<file path="src/rtl/pli_pkg.sv">
package pli_pkg;
   typedef enum logic [3:0] {
      ST_IDLE,
      ST_FETCH0,
      ST_FETCH1,
      ST_DECODE,
      ST_EXEC,
      ST_MEM,
      ST_WB_PTR,
      ST_WB_DST,
      ST_PC,
      ST_DONE
   } pli_state_e;
endpackage

</file>
<file path="src/rtl/pli_decoder.sv">
module pli_decoder #(
   parameter int NREGS = 8,
   parameter logic [7:0] OP_BYTE = 8'h5F
) (
   input  logic [7:0] op_byte,
   input  logic [7:0] reg_byte,
   output logic [3:0] ra_code,
   output logic [3:0] rb_code,
   output logic       legal
);
   localparam logic [4:0] LIMIT = 5'(NREGS);
   logic ra_ok, rb_ok;
   always_comb begin
      ra_code = reg_byte[7:4];
      rb_code = reg_byte[3:0];
      ra_ok   = {1'b0, ra_code} < LIMIT;
      rb_ok   = {1'b0, rb_code} < LIMIT;
      legal   = (op_byte == OP_BYTE) && ra_ok && rb_ok;
   end
endmodule

</file>
<file path="src/rtl/pli_gather.sv">
module pli_gather #(
   parameter int XLEN      = 32,
   parameter bit BYTE_DMEM = 1'b1
) (
   input  logic            clk,
   input  logic            rst_n,
   input  logic            clear,
   input  logic            beat_en,
   input  logic [XLEN-1:0] rdata,
   output logic [XLEN-1:0] word,
   output logic [XLEN-1:0] offset,
   output logic            last
);
   localparam int BEATS = BYTE_DMEM ? XLEN / 8 : 1;
   localparam int CNT_W = (BEATS > 1) ? $clog2(BEATS) : 1;

   generate
      if (BYTE_DMEM) begin : g_byte
         logic [CNT_W-1:0] cnt;
         always_ff @(posedge clk or negedge rst_n) begin
            if (!rst_n) begin
               cnt  <= '0;
               word <= '0;
            end else if (clear) begin
               cnt <= '0;
            end else if (beat_en) begin
               cnt  <= cnt + 1'b1;
               word <= {rdata[7:0], word[XLEN-1:8]};
            end
         end
         assign offset = XLEN'(cnt);
         assign last   = (cnt == CNT_W'(BEATS - 1));
      end else begin : g_word
         always_ff @(posedge clk or negedge rst_n) begin
            if (!rst_n) word <= '0;
            else if (beat_en) word <= rdata;
         end
         assign offset = '0;
         assign last   = 1'b1;
      end
   endgenerate
endmodule

</file>
<file path="src/rtl/pli_ctrl.sv">
module pli_ctrl
   import pli_pkg::*;
(
   input  logic       clk,
   input  logic       rst_n,
   input  logic       start,
   input  logic       legal,
   input  logic       last_beat,
   output pli_state_e state
);
   pli_state_e nxt;
   always_comb begin
      nxt = state;
      unique case (state)
         ST_IDLE:   if (start) nxt = ST_FETCH0;
         ST_FETCH0: nxt = ST_FETCH1;
         ST_FETCH1: nxt = ST_DECODE;
         ST_DECODE: nxt = legal ? ST_EXEC : ST_DONE;
         ST_EXEC:   nxt = ST_MEM;
         ST_MEM:    if (last_beat) nxt = ST_WB_PTR;
         ST_WB_PTR: nxt = ST_WB_DST;
         ST_WB_DST: nxt = ST_PC;
         ST_PC:     nxt = ST_DONE;
         ST_DONE:   nxt = ST_IDLE;
         default:   nxt = ST_IDLE;
      endcase
   end
   always_ff @(posedge clk or negedge rst_n) begin
      if (!rst_n) state <= ST_IDLE;
      else        state <= nxt;
   end
endmodule

</file>
<file path="src/rtl/postinc_load_unit.sv">
module postinc_load_unit
   import pli_pkg::*;
#(
   parameter int          XLEN      = 32,
   parameter int          PC_W      = 32,
   parameter int          NREGS     = 8,
   parameter bit          BYTE_DMEM = 1'b0,
   parameter logic [31:0] RESET_PC  = 32'h0,
   parameter int          PTR_STEP  = 4,
   parameter int          INSN_LEN  = 2,
   localparam int         RIDX_W    = $clog2(NREGS)
) (
   input  logic              clk,
   input  logic              rst_n,
   input  logic              start,
   output logic              done,
   output logic              bad_instr,
   output logic [PC_W-1:0]   pc_o,
   output logic [PC_W-1:0]   imem_addr,
   input  logic [7:0]        imem_data,
   output logic [XLEN-1:0]   dmem_addr,
   output logic              dmem_re,
   input  logic [XLEN-1:0]   dmem_data,
   output logic [RIDX_W-1:0] rf_raddr,
   input  logic [XLEN-1:0]   rf_rdata,
   output logic              rf_we,
   output logic [RIDX_W-1:0] rf_waddr,
   output logic [XLEN-1:0]   rf_wdata
);
   generate
      if (NREGS < 2 || NREGS > 15) begin : g_bad_nregs
         $error("NREGS must lie in 2..15; code F is reserved");
      end
      if (XLEN < 8 || (XLEN % 8) != 0) begin : g_bad_xlen
         $error("XLEN must be a whole number of bytes");
      end
      if (PC_W < 2) begin : g_bad_pcw
         $error("PC_W too narrow");
      end
   endgenerate

   pli_state_e        state;
   logic [PC_W-1:0]   pc_q;
   logic [7:0]        op_q, regs_q;
   logic [XLEN-1:0]   ptr_q, sum_q, word, offset;
   logic [3:0]        ra_code, rb_code;
   logic              legal, last_beat, bad_q;

   pli_decoder #(.NREGS(NREGS), .OP_BYTE(8'h5F)) u_dec (
      .op_byte (op_q),
      .reg_byte(regs_q),
      .ra_code (ra_code),
      .rb_code (rb_code),
      .legal   (legal)
   );

   pli_ctrl u_ctrl (
      .clk      (clk),
      .rst_n    (rst_n),
      .start    (start),
      .legal    (legal),
      .last_beat(last_beat),
      .state    (state)
   );

   pli_gather #(.XLEN(XLEN), .BYTE_DMEM(BYTE_DMEM)) u_gather (
      .clk    (clk),
      .rst_n  (rst_n),
      .clear  (state == ST_EXEC),
      .beat_en(state == ST_MEM),
      .rdata  (dmem_data),
      .word   (word),
      .offset (offset),
      .last   (last_beat)
   );

   always_ff @(posedge clk or negedge rst_n) begin
      if (!rst_n) begin
         pc_q   <= PC_W'(RESET_PC);
         op_q   <= '0;
         regs_q <= '0;
         ptr_q  <= '0;
         sum_q  <= '0;
         bad_q  <= 1'b0;
      end else begin
         unique case (state)
            ST_IDLE:   if (start) bad_q <= 1'b0;
            ST_FETCH0: op_q   <= imem_data;
            ST_FETCH1: regs_q <= imem_data;
            ST_DECODE: begin
               ptr_q <= rf_rdata;
               if (!legal) bad_q <= 1'b1;
            end
            ST_EXEC:   sum_q <= ptr_q + XLEN'(PTR_STEP);
            ST_PC:     pc_q  <= pc_q + PC_W'(INSN_LEN);
            default: ;
         endcase
      end
   end

   assign imem_addr = (state == ST_FETCH1) ? pc_q + PC_W'(1) : pc_q;
   assign pc_o      = pc_q;
   assign done      = (state == ST_DONE);
   assign bad_instr = bad_q;
   assign dmem_re   = (state == ST_MEM);
   assign dmem_addr = ptr_q + offset;
   assign rf_raddr  = rb_code[RIDX_W-1:0];
   assign rf_we     = (state == ST_WB_PTR) || (state == ST_WB_DST);
   assign rf_waddr  = (state == ST_WB_PTR) ? rb_code[RIDX_W-1:0] : ra_code[RIDX_W-1:0];
   assign rf_wdata  = (state == ST_WB_PTR) ? sum_q : word;
endmodule

</file>
<file path="config.mk">
export PLATFORM = sky130hd
export DESIGN_NAME = postinc_load_unit
export DESIGN_NICKNAME = d
export VERILOG_FILES = /design/src/rtl/pli_pkg.sv /design/src/rtl/pli_decoder.sv /design/src/rtl/pli_gather.sv /design/src/rtl/pli_ctrl.sv /design/src/rtl/postinc_load_unit.sv
export SDC_FILE = /design/constraint.sdc
export NUM_CORES = 1
export LEC_CHECK = 0
export ABC_AREA = 1
export BUFFER_PORTS_ARGS = -buffer_cell sky130_fd_sc_hd__clkbuf_2
export CAP_MARGIN = 10
export CORE_MARGIN = 4
export CORE_UTILIZATION = 56
export DETAILED_ROUTE_END_ITERATION = 8
export GPL_ROUTABILITY_DRIVEN = 0
export PLACE_DENSITY = 0.81
export SYNTH_ARGS = -nofsm -noshare
export SYNTH_HDL_FRONTEND = slang
export SYNTH_HIERARCHICAL = 1
export SYNTH_SLANG_ARGS = --single-unit
export TNS_END_PERCENT = 20
</file>
<file path="constraint.sdc">
create_clock -name clk -period 2.3 [get_ports clk]
set_clock_uncertainty 0.15 [all_clocks]
set_input_delay 0.345 -clock clk [delete_from_list [all_inputs] [get_ports clk]]
set_output_delay 0.345 -clock clk [all_outputs]
set_load 0.01 [all_outputs]
</file>
==> impl_metrics.toml <==
[run_status]
run_status = "finished with violations"
failed_checks = "negative hold slack, negative setup slack"

[critical_path]
crit_family = "flip-flops"
crit_arrival_ps = 1890
worst-path-max-fanout = 7
timing.critical_path.cells = "inv_2 > nand2_4 > nor2_4 > nand2_4 > clkbuf_16 > mux2_4 > clkbuf_2"
worstSetupStartpointType = "register"
critPathMaxStageDelay_ps = 420
crit_path_top_delay_cell = "sky130_fd_sc_hd__dfrtp_2"
cpMostUsedCell = "sky130_fd_sc_hd__nand2_4"
worstPathBufferInverterCount = 3
reg2reg_setup_slack_ps = 230
worst_ep_required_time_ps = 1800
timing.setup.critical_path_class = "reg -> out"
worstSetupEndpointType = "output pin"

[placement]
place_hpwl_mm = 22.13
io_buffers = 211
place_worst_setup_slack_ps = 258.4

[power]
part_of_the_total_power_dissipated_in_sequential_elements_pct = 28.5
comb_power_share_pct = 49.3
cellPowerDensity_nw_per_um2 = 1059
power.leakage_nw = 7.037
p_sw_share_pct = 45.05
total_power_w = 0.01335
ir_worst_vdd_mv = 0.7945
clock_share_of_power_pct = 22.2
internal_w = 0.007334
switchingPower_w = 0.006012

[detailed_routing]
avgViaCountPerCell = 5.278
antenna_left = 0
drt_drc_violations_left = 0
drt_iter0_drc = 836
route.vias.total = 10450
detail_route.wl_per_cell_um = 15.34
drt_pre_antenna_iters = 6
postRouteWirelength_mm = 30.38

[timing]
timing.final.setup_violations = 32
setup_ws_ps = -80.59
period_share_pct = 103.5
slew_headroom_pct = 63.75
rsz0062_at_grt = "true"
worst_margin_slew_ps = 543.8
timing.final.max_slew_violations = 0
hold_slack_ps = -6.781
max_freq_mhz = 420.1
final.min_clock_period_ps = 2381
timing.final.hold_violations = 1

[grt]
largest_net_degree_at_the_start_of_global_routing = 56
global_route.overflow_total = 0
grt_pass1_vias = 9794
antenna_violations_before_repair = 0
grt_pass1_wl_mm = 48.44
grt_util_all_layers_pct = 28.06

[synthesis]
postSynthCellCount = 1520
synth_warnings = 6
mapped_area_um2 = 10520
avgSynthCellArea_um2 = 6.923

[clocking]
cts_made_buffers = 17
clock_insertion_delay_worst_skew_ps = 430
cts_tree = "done"
htreeDepth = 4
clk_transition_reported_paths_ps = 60
cts-root-buf = "sky130_fd_sc_hd__clkbuf_16"
cts.path.max_buffers = 2
numClockSinks = 148

[floorplanning]
fp.dieArea_um2 = 21050
die_h_um = 145.1
core_outline_area_um2 = 18210
floorplan.initialDensity_pct = 57.79
boundaryPins = 213
dieWidth_um = 145.1
floorplan.rows = 49

[finish]
antenna-diode-count = 0
nNetsFinal = 1847
final_core_utilization_pct = 69.21
layout-drive-gt1-share_pct = 19.99
synth_to_final_area_change_pct = 19.76

[job]
max_cap_viol_count = 0

[hold_path]
hold_class = "in -> reg"
flip-flops by register name (all words and copies together), names as in the netlist:
register,flops
ptr_q,32
sum_q,32
u_gather/word,32
pc_o,31
op_q,8
regs_q,8
u_ctrl/state,4
bad_instr,1
through the flow:
stage | instances | hold slack, ps | cell area [um^2] | setup TNS (ps)
2_1_floorplan | 1551 | -100.6 | 10640 | 0
3_3_place_gp | 1908 | 134.7 | 11420 | 0
3_5_place_dp | 1908 | 139.4 | 11420 | 0
4_1_cts | 1976 | 0.01232 | 12460 | -416.6
5_1_grt | 1980 | 2.173 | 12600 | -2983
6_report | 1980 | -6.781 | 12600 | -1303
what timing repair did:
action | 4_1_cts | 5_1_grt
setup endpoints to repair | 35 | 35
hold buffers | 32 | 0
buffers inserted | 3 | 3
endpoints found under the hold margin | 71 | 0
pin swaps | 2 | 3
resized for setup | 16 | 31
cloned | 1 | 1
per-layer routing:
layer / up-vias / wire length [um] / global-route usage (%)
met5: - / 0 / 0
met4: 0 / 1490 / 13.72
met3: 123 / 2129 / 5.145
met2: 507 / 14990 / 48.29
met1: 4791 / 11770 / 34.07
li1: 5029 / - / -
cells in the final DEF, fill, tap and decap left out, types with 3 or more instances in the layout:
| cell | instances |
|---|---|
| sky130_fd_sc_hd__a21oi_1 | 42 |
| sky130_fd_sc_hd__buf_12 | 5 |
| sky130_fd_sc_hd__buf_4 | 14 |
| sky130_fd_sc_hd__buf_6 | 11 |
| sky130_fd_sc_hd__bufinv_16 | 3 |
| sky130_fd_sc_hd__clkbuf_16 | 18 |
| sky130_fd_sc_hd__clkbuf_2 | 201 |
| sky130_fd_sc_hd__clkinv_4 | 3 |
| sky130_fd_sc_hd__conb_1 | 34 |
| sky130_fd_sc_hd__dfrtp_1 | 144 |
| sky130_fd_sc_hd__dfrtp_2 | 4 |
| sky130_fd_sc_hd__dlygate4sd3_1 | 32 |
| sky130_fd_sc_hd__ha_1 | 33 |
| sky130_fd_sc_hd__inv_1 | 193 |
| sky130_fd_sc_hd__inv_2 | 3 |
| sky130_fd_sc_hd__inv_6 | 5 |
| sky130_fd_sc_hd__mux2_2 | 28 |
| sky130_fd_sc_hd__mux2_4 | 13 |
| sky130_fd_sc_hd__nand2_1 | 571 |
| sky130_fd_sc_hd__nand2_2 | 13 |
| sky130_fd_sc_hd__nand3_1 | 67 |
| sky130_fd_sc_hd__nand3b_1 | 10 |
| sky130_fd_sc_hd__nand4_1 | 9 |
| sky130_fd_sc_hd__nor2_1 | 136 |
| sky130_fd_sc_hd__nor2_2 | 12 |
| sky130_fd_sc_hd__nor2_4 | 4 |
| sky130_fd_sc_hd__nor3_1 | 30 |
| sky130_fd_sc_hd__o21ai_0 | 40 |
| sky130_fd_sc_hd__o21ai_1 | 4 |
| sky130_fd_sc_hd__xnor2_1 | 11 |
| sky130_fd_sc_hd__xor2_1 | 35 |
power by group through the flow:
stage	clock, W	combinational, W	sequential [W]
after global routing	0.00311	0.00739	0.00386
after CTS	0.00297	0.00623	0.00377
after floorplan	0	0.00462	0.00360
after detailed placement	0	0.00609	0.00380
final	0.00296	0.00658	0.00380
after global placement	0	0.00598	0.00377
path summary, 6_finish.rpt:
path                                   startpoint                end  cells past startpoint
worst min-delay path                 dmem_data[5]   u_gather/word[5]                      3
min in group asynchronous                   rst_n           pc_o[31]                      2
worst min register to register  u_gather/word[10]  u_gather/word[10]                      2
max in group asynchronous                   rst_n          sum_q[31]                      3
worst max register to register    u_ctrl/state[0]           pc_o[24]                     10
worst max-delay path              u_ctrl/state[3]       rf_wdata[23]                      7
worst reg2reg max path: stages, from the launching register on:
cell and delay (ps):
sky130_fd_sc_hd__dfrtp_2 470, sky130_fd_sc_hd__nor2_1 270, sky130_fd_sc_hd__nand2_2 270, sky130_fd_sc_hd__nor2_2 190, sky130_fd_sc_hd__nand2_1 110, sky130_fd_sc_hd__nor2_2 120, sky130_fd_sc_hd__nand2_1 120, sky130_fd_sc_hd__nor2_1 100
sky130_fd_sc_hd__nand2_1 60, sky130_fd_sc_hd__nand2_1 70, sky130_fd_sc_hd__inv_1 40
area by class of cell:
| class | count | area, um^2 |
|---|---|---|
| fillers | 1470 | 5607 |
| inverters | 197 | 747.0 |
| clock inverters | 12 | 167.7 |
| well taps | 229 | 286.5 |
| multi-input cells | 1109 | 5528 |
| flip-flops and latches | 148 | 3709 |
| clock buffers | 20 | 456.7 |
| repair buffers | 265 | 1708 |
No activity file was read; power rests on OpenSTA's default activity.
